`config.mk`:
```
export PLATFORM = sky130hd
export DESIGN_NAME = locality_arbiter
export DESIGN_NICKNAME = d
export VERILOG_FILES = /design/src/rtl/locality_arbiter_pkg.sv /design/src/rtl/la_window_decode.sv /design/src/rtl/la_prio_pick.sv /design/src/rtl/la_grant_state.sv /design/src/rtl/locality_arbiter.sv
export SDC_FILE = /design/constraint.sdc
export NUM_CORES = 1
export LEC_CHECK = 0
export BUFFER_PORTS_ARGS = -buffer_cell sky130_fd_sc_hd__buf_2
export CAP_MARGIN = 20
export CORE_MARGIN = 10
export CORE_UTILIZATION = 32
export CTS_BUF_LIST = sky130_fd_sc_hd__clkbuf_4 sky130_fd_sc_hd__clkbuf_8
export CTS_CLUSTER_DIAMETER = 50
export DETAILED_ROUTE_END_ITERATION = 6
export GPL_TIMING_DRIVEN = 0
export HOLD_SLACK_MARGIN = 0.15
export PLACE_DENSITY = 0.63
export SYNTH_ARGS = -nofsm -noshare
export SYNTH_HDL_FRONTEND = slang
export SYNTH_SLANG_ARGS = --single-unit
```
`constraint.sdc`:
```
create_clock -name clk_i -period 4.9 [get_ports clk_i]
set_clock_uncertainty 0.05 [all_clocks]
set_input_delay 0.98 -clock clk_i [delete_from_list [all_inputs] [get_ports clk_i]]
set_output_delay 0.98 -clock clk_i [all_outputs]
set_load 0.005 [all_outputs]
```
`src/rtl/locality_arbiter_pkg.sv`:
```
`timescale 1ns/1ps
package locality_arbiter_pkg;
  // access register bit positions
  localparam int unsigned BIT_RELINQ      = 0;
  localparam int unsigned BIT_REQUEST     = 1;
  localparam int unsigned BIT_OTHERS_WAIT = 2;
  localparam int unsigned BIT_SEIZE       = 3;
  localparam int unsigned BIT_SEIZED      = 4;
  localparam int unsigned BIT_ACTIVE      = 5;
  localparam int unsigned BIT_VALID       = 7;
endpackage

```
`src/rtl/la_window_decode.sv`:
```
`timescale 1ns/1ps
module la_window_decode #(
  parameter int unsigned ADDR_W  = 16,
  parameter int unsigned WIN_LSB = 12,
  parameter int unsigned NUM_LOC = 5,
  parameter int unsigned LOC_W   = 3
) (
  input  logic              valid_i,
  input  logic [ADDR_W-1:0] addr_i,
  output logic              src_hit_o,
  output logic              reg_hit_o,
  output logic [LOC_W-1:0]  loc_o,
  output logic [NUM_LOC-1:0] sel_o
);
  localparam int unsigned WIN_W = ADDR_W - WIN_LSB;

  logic [WIN_W-1:0] win;
  logic             in_range;
  logic             off_zero;

  assign win       = addr_i[ADDR_W-1:WIN_LSB];
  assign in_range  = win < WIN_W'(NUM_LOC);
  assign off_zero  = addr_i[WIN_LSB-1:0] == '0;
  assign loc_o     = win[LOC_W-1:0];
  assign src_hit_o = valid_i && in_range;
  assign reg_hit_o = valid_i && in_range && off_zero;

  for (genvar g = 0; g < NUM_LOC; g++) begin : g_sel
    assign sel_o[g] = reg_hit_o && (loc_o == LOC_W'(g));
  end
endmodule

```
`src/rtl/la_prio_pick.sv`:
```
`timescale 1ns/1ps
module la_prio_pick #(
  parameter int unsigned N = 5,
  parameter int unsigned W = 3
) (
  input  logic [N-1:0] req_i,
  output logic         any_o,
  output logic [W-1:0] idx_o
);
  // later (higher) index overrides lower
  always_comb begin
    any_o = 1'b0;
    idx_o = '0;
    for (int i = 0; i < N; i++) begin
      if (req_i[i]) begin
        any_o = 1'b1;
        idx_o = W'(i);
      end
    end
  end
endmodule

```
`src/rtl/la_grant_state.sv`:
```
`timescale 1ns/1ps
module la_grant_state #(
  parameter int unsigned NUM_LOC = 5,
  parameter int unsigned LOC_W   = 3
) (
  input  logic               clk_i,
  input  logic               rst_ni,
  input  logic               wr_en_i,
  input  logic [LOC_W-1:0]   wr_loc_i,
  input  logic               op_req_i,
  input  logic               op_rel_i,
  input  logic               op_seize_i,
  input  logic               op_clr_seized_i,
  output logic               act_v_o,
  output logic [LOC_W-1:0]   act_loc_o,
  output logic [NUM_LOC-1:0] pend_o,
  output logic [NUM_LOC-1:0] seized_o
);
  logic               act_v_q, act_v_d;
  logic [LOC_W-1:0]   act_loc_q, act_loc_d;
  logic [NUM_LOC-1:0] pend_q, pend_d;
  logic [NUM_LOC-1:0] seized_q, seized_d;
  logic               pick_any;
  logic [LOC_W-1:0]   pick_idx;
  logic               is_holder;
  logic               seize_ok;

  la_prio_pick #(.N(NUM_LOC), .W(LOC_W)) u_pick (
    .req_i (pend_q),
    .any_o (pick_any),
    .idx_o (pick_idx)
  );

  assign is_holder = act_v_q && (act_loc_q == wr_loc_i);
  assign seize_ok  = op_seize_i && act_v_q && (wr_loc_i > act_loc_q);

  always_comb begin
    act_v_d   = act_v_q;
    act_loc_d = act_loc_q;
    pend_d    = pend_q;
    seized_d  = seized_q;
    if (wr_en_i) begin
      if (seize_ok) begin
        act_loc_d           = wr_loc_i;
        seized_d[act_loc_q] = 1'b1;
        pend_d[wr_loc_i]    = 1'b0;
      end else if (op_rel_i && is_holder) begin
        if (pick_any) begin
          act_loc_d        = pick_idx;
          pend_d[pick_idx] = 1'b0;
        end else begin
          act_v_d = 1'b0;
        end
      end else if (op_req_i && !is_holder) begin
        if (!act_v_q) begin
          act_v_d          = 1'b1;
          act_loc_d        = wr_loc_i;
          pend_d[wr_loc_i] = 1'b0;
        end else begin
          pend_d[wr_loc_i] = 1'b1;
        end
      end
      if (op_clr_seized_i) seized_d[wr_loc_i] = 1'b0;
    end
  end

  always_ff @(posedge clk_i or negedge rst_ni) begin
    if (!rst_ni) begin
      act_v_q   <= 1'b0;
      act_loc_q <= '0;
      pend_q    <= '0;
      seized_q  <= '0;
    end else begin
      act_v_q   <= act_v_d;
      act_loc_q <= act_loc_d;
      pend_q    <= pend_d;
      seized_q  <= seized_d;
    end
  end

  assign act_v_o   = act_v_q;
  assign act_loc_o = act_loc_q;
  assign pend_o    = pend_q;
  assign seized_o  = seized_q;
endmodule

```
`src/rtl/locality_arbiter.sv`:
```
`timescale 1ns/1ps
module locality_arbiter
  import locality_arbiter_pkg::*;
#(
  parameter int unsigned NUM_LOC = 5,
  parameter int unsigned ADDR_W  = 16,
  parameter int unsigned WIN_LSB = 12,
  parameter int unsigned DATA_W  = 8,
  localparam int unsigned LOC_W  = (NUM_LOC > 1) ? $clog2(NUM_LOC) : 1
) (
  input  logic              clk_i,
  input  logic              rst_ni,
  input  logic              bus_valid_i,
  input  logic              bus_write_i,
  input  logic [ADDR_W-1:0] bus_addr_i,
  input  logic [DATA_W-1:0] bus_wdata_i,
  output logic [DATA_W-1:0] bus_rdata_o,
  output logic              src_hit_o,
  output logic [LOC_W-1:0]  src_loc_o,
  output logic              loc_active_o,
  output logic [LOC_W-1:0]  loc_mod_o
);
  logic               reg_hit;
  logic [LOC_W-1:0]   dec_loc;
  logic [NUM_LOC-1:0] dec_sel;
  logic               act_v;
  logic [LOC_W-1:0]   act_loc;
  logic [NUM_LOC-1:0] pend_q;
  logic [NUM_LOC-1:0] seized_q;
  logic               wr_en;
  logic               rd_en;
  logic               rd_holder;
  logic               unused_wdata;

  la_window_decode #(
    .ADDR_W (ADDR_W), .WIN_LSB (WIN_LSB), .NUM_LOC (NUM_LOC), .LOC_W (LOC_W)
  ) u_dec (
    .valid_i   (bus_valid_i),
    .addr_i    (bus_addr_i),
    .src_hit_o (src_hit_o),
    .reg_hit_o (reg_hit),
    .loc_o     (dec_loc),
    .sel_o     (dec_sel)
  );

  assign wr_en = reg_hit && bus_write_i;
  assign rd_en = reg_hit && !bus_write_i;

  la_grant_state #(.NUM_LOC (NUM_LOC), .LOC_W (LOC_W)) u_state (
    .clk_i           (clk_i),
    .rst_ni          (rst_ni),
    .wr_en_i         (wr_en),
    .wr_loc_i        (dec_loc),
    .op_req_i        (bus_wdata_i[BIT_REQUEST]),
    .op_rel_i        (bus_wdata_i[BIT_ACTIVE] | bus_wdata_i[BIT_RELINQ]),
    .op_seize_i      (bus_wdata_i[BIT_SEIZE]),
    .op_clr_seized_i (bus_wdata_i[BIT_SEIZED]),
    .act_v_o         (act_v),
    .act_loc_o       (act_loc),
    .pend_o          (pend_q),
    .seized_o        (seized_q)
  );

  assign unused_wdata = ^{bus_wdata_i[BIT_OTHERS_WAIT], bus_wdata_i[6], bus_wdata_i[BIT_VALID]};

  assign rd_holder = act_v && (act_loc == dec_loc);

  always_comb begin
    bus_rdata_o = '0;
    if (rd_en) begin
      bus_rdata_o[BIT_VALID]       = 1'b1;
      bus_rdata_o[BIT_ACTIVE]      = rd_holder;
      bus_rdata_o[BIT_SEIZED]      = |(dec_sel & seized_q);
      bus_rdata_o[BIT_OTHERS_WAIT] = rd_holder && (|pend_q);
      bus_rdata_o[BIT_REQUEST]     = |(dec_sel & pend_q);
    end
  end

  assign src_loc_o    = dec_loc;
  assign loc_active_o = act_v;
  assign loc_mod_o    = act_loc;
endmodule

```
==> metrics.md <==
| Metric | Value |
|---|---|
| Wire per inst | `14.3 um` |
| CP max-delay cell | `nand3b_1` |
| I/O Pins | `44` |
| # DRC | `0` |
| Synth unique cells | `48` |
| Largest net degree at the start of global routing | `15` |
| Clock latency on the worst-skew pair | `0.24 ns` |
| Post-Route WL | `3310 um` |
| Setup TNS Final | `0 ns` |
| Total Routing Usage GR | `10.1%` |
| Final non-filler cell total | `231` |
| Setup CP Type | `in -> out` |
| Fill cells | `385` |
| Area grow syn2layout | `25.0%` |
| Sequential-to-total area share from yosys stat | `28.5%` |
| Worst path required time | `3.87 ns` |
| Worst vdd ir | `0.138 mV` |
| Die ar. | `6730 um^2` |
| RSZ-0062 raised after global routing | `false` |
| Initial Util | `33.4%` |
| Final Setup Violations | `0` |
| Cts repair resizes | `0` |
| Port Buffer Count | `37` |
| Max cap viols | `0` |
| CTS Hold Bufs | `0` |
| R2R cell count | `7` |
| Worst Hold End | `u_state.seized_o[0]$_DFFE_PN0P_` |
| Mapped Area | `1230 um^2` |
| Syn_area_per_cell | `8.79 um^2` |
| Leakage | `0.717 nW` |
| Cells after Synth | `140` |
| # Post-CTS Setup Buffers | `0` |
| CTS tree | `built` |
| Drt first pass iters | `4` |
| Fin. Hold Viols | `0` |
| Gr ovfl total | `0` |
| R2r startpoint | `u_state.act_loc_o[1]$_DFFE_PN0P_` |
| Post-DP HPWL | `2740 um` |
| YS warnings | `0` |
| Total number of H-tree levels | `1` |
| Max Fclk | `296 MHz` |
| Fin. max-slew vios | `0` |
| Slack of the critical path | `1.52 ns` |
| CP Launch Type | `input pin` |
| EDFF count, synth | `0` |
| Die height | `82.0 um` |
| Status | `finished, final reports clean` |
| Maximum fanout along the worst path | `9` |
| Most used cell, CP | `buf_2` |
| Worst slew pin tran | `0.532 ns` |
| Std cell rows | `22` |
| Initial antenna violation count | `0` |
| Final net count | `215` |
| Ys flop type | `dfrtp_1` |
| Hold Path Class | `reg -> reg` |
| TritonCTS Buffers | `3` |
| ANT nets after route | `0` |
| Slew HR | `64.2%` |
| # diodes | `0` |
| Hold depth | `2` |
| Min-delay src | `u_state.seized_o[0]$_DFFE_PN0P_` |
| Final design utilization | `41.7%` |
| Clock transition at path regs | `0.06 ns` |
| Post-synth ARST share | `100%` |
| Core box area | `3690 um^2` |
| Crit path time final | `3.38 ns` |
| Buf+Inv Stages, Crit Path | `4` |
| Cell Chain, Critical Path | `buf_2, buf_6, o21ai_2, and3b_1, buf_4, nand3b_1, nor2_1, and2_1, buf_2` |
| Clk root buf | `clkbuf_8` |
| Vias per cell | `5.10` |
| Reg2Reg Setup Slack | `2.63 ns` |
| Synth Register Bits | `14` |
| Critical path's top delay family | `simple AND/OR/NAND/NOR gates` |
| Place WS | `1.52 ns` |
| DRT iter0 DRCs | `73` |
| Clock tree buffer depth | `2` |
| First-pass GRT wire length | `5490 um` |
| Routability cong. | `0.836` |
| Critical path arrival | `2.35 ns` |
| Via count | `1177` |
| Final period util | `68.9%` |
| Layout cells sized above 1 | `36.6%` |
| Sink Count | `14` |
| DP Cell Count | `227` |
| Pwr/cell area | `183 nW/um^2` |
| Worst setup EP type | `output pin` |
| Vias in the first global route | `1202` |
| Die X | `82.0 um` |
| Slowest stage delay, CP | `0.21 ns` |
## layer usage
| layer | up-vias | wire (um) | global-route usage (%) |
|---|---|---|---|
| met4 | 0 | 26 | 2.04 |
| met3 | 2 | 178 | 2.62 |
| li1 | 601 | - | - |
| met5 | - | 0 | 0 |
| met1 | 549 | 1460 | 11.6 |
| met2 | 25 | 1650 | 18.3 |
## worst max path at each step
| stage | to | slack (ns) | cells past startpoint | start |
|---|---|---|---|---|
| after CTS | bus_rdata_o[2] | 1.50 | 9 | bus_addr_i[13] |
| after floorplan | bus_rdata_o[2] | 1.92 | 7 | bus_addr_i[13] |
| final | bus_rdata_o[2] | 1.52 | 9 | bus_addr_i[13] |
| after global routing | bus_rdata_o[1] | 1.39 | 7 | bus_addr_i[12] |
| after detailed placement | bus_rdata_o[2] | 1.52 | 9 | bus_addr_i[13] |
| after global placement | bus_rdata_o[2] | 1.53 | 9 | bus_addr_i[13] |
## where the power goes
| part | switching, mW | internal, mW | total (mW) |
|---|---|---|---|
| Clock | 0.0423 | 0.0712 | 0.113 |
| Sequential | 0.0000140 | 0.116 | 0.116 |
| Combinational | 0.0290 | 0.0241 | 0.0531 |
## Yosys cell counts, types with 2 or more instances
master / instances / area share, %
buf_2: 3 / 1.2
mux2i_1: 7 / 5.7
o31ai_1: 4 / 2.4
inv_1: 9 / 2.7
nor2_1: 9 / 2.7
and3_1: 3 / 1.5
and2_1: 3 / 1.5
buf_4: 8 / 4.9
nand3_1: 2 / 0.81
o21ai_0: 5 / 2.0
a31oi_1: 4 / 2.0
a41oi_1: 3 / 2.1
a21oi_1: 7 / 2.8
nand3b_1: 2 / 1.2
nand4_2: 2 / 2.0
nor3_1: 3 / 1.2
nand2b_1: 2 / 1.0
dfrtp_1: 14 / 28
o21ai_1: 6 / 2.4
buf_6: 2 / 1.8
a22oi_1: 2 / 1.2
nor4_1: 6 / 3.0
ha_1: 3 / 3.0
nand2_1: 7 / 2.1
## cell type report
cell class / instances / area (um^2) / share of cell area [%]
multi-input combinational: 105 / 753 / 48.9
sequential: 14 / 350 / 22.8
timing repair buffer: 37 / 185 / 12.0
buffer: 13 / 97.6 / 6.34
tap: 48 / 60.1 / 3.90
clock buffer: 4 / 55.1 / 3.58
inverter: 10 / 37.5 / 2.44
## tightest hold or removal path: stages, from the launching register on
cell	delay [ns]
dfrtp_1	0.34
a31oi_1	0.05
a21oi_1	0.11
## placed cells by master (no fill, tap or decap), types with 5 or more instances in the layout
cell and instances:
a21oi_1 7, buf_2 40, buf_4 8, dfrtp_1 14, inv_1 9, mux2i_1 7, nand2_1 7, nor2_1 9
nor4_1 6, o21ai_0 5, o21ai_1 6
## metrics by stage
step	power, mW	cell area [um^2]	hold WS [ns]
final	0.282	1540	0.486
after global routing	0.298	1540	0.512
after CTS	0.285	1540	0.486
after detailed placement	0.171	1480	0.469
after global placement	0.171	1480	0.464
after floorplan	0.150	1240	0.438
## cell families (layout without fill, tap and decap cells)
kind of cell	after synthesis	count (layout)	share of synthesized area (%)
multiplexers	9	9	7.83
flip-flops	14	14	28.5
adder cells (fa/ha/maj)	3	3	3.05
AO/OA/AOI/OAI	42	42	24.3
AND/OR/NAND/NOR	48	48	25.1
other	1	3	0.305
buffers and inverters	23	64	11.0
Power figures use the tool's default switching activity.
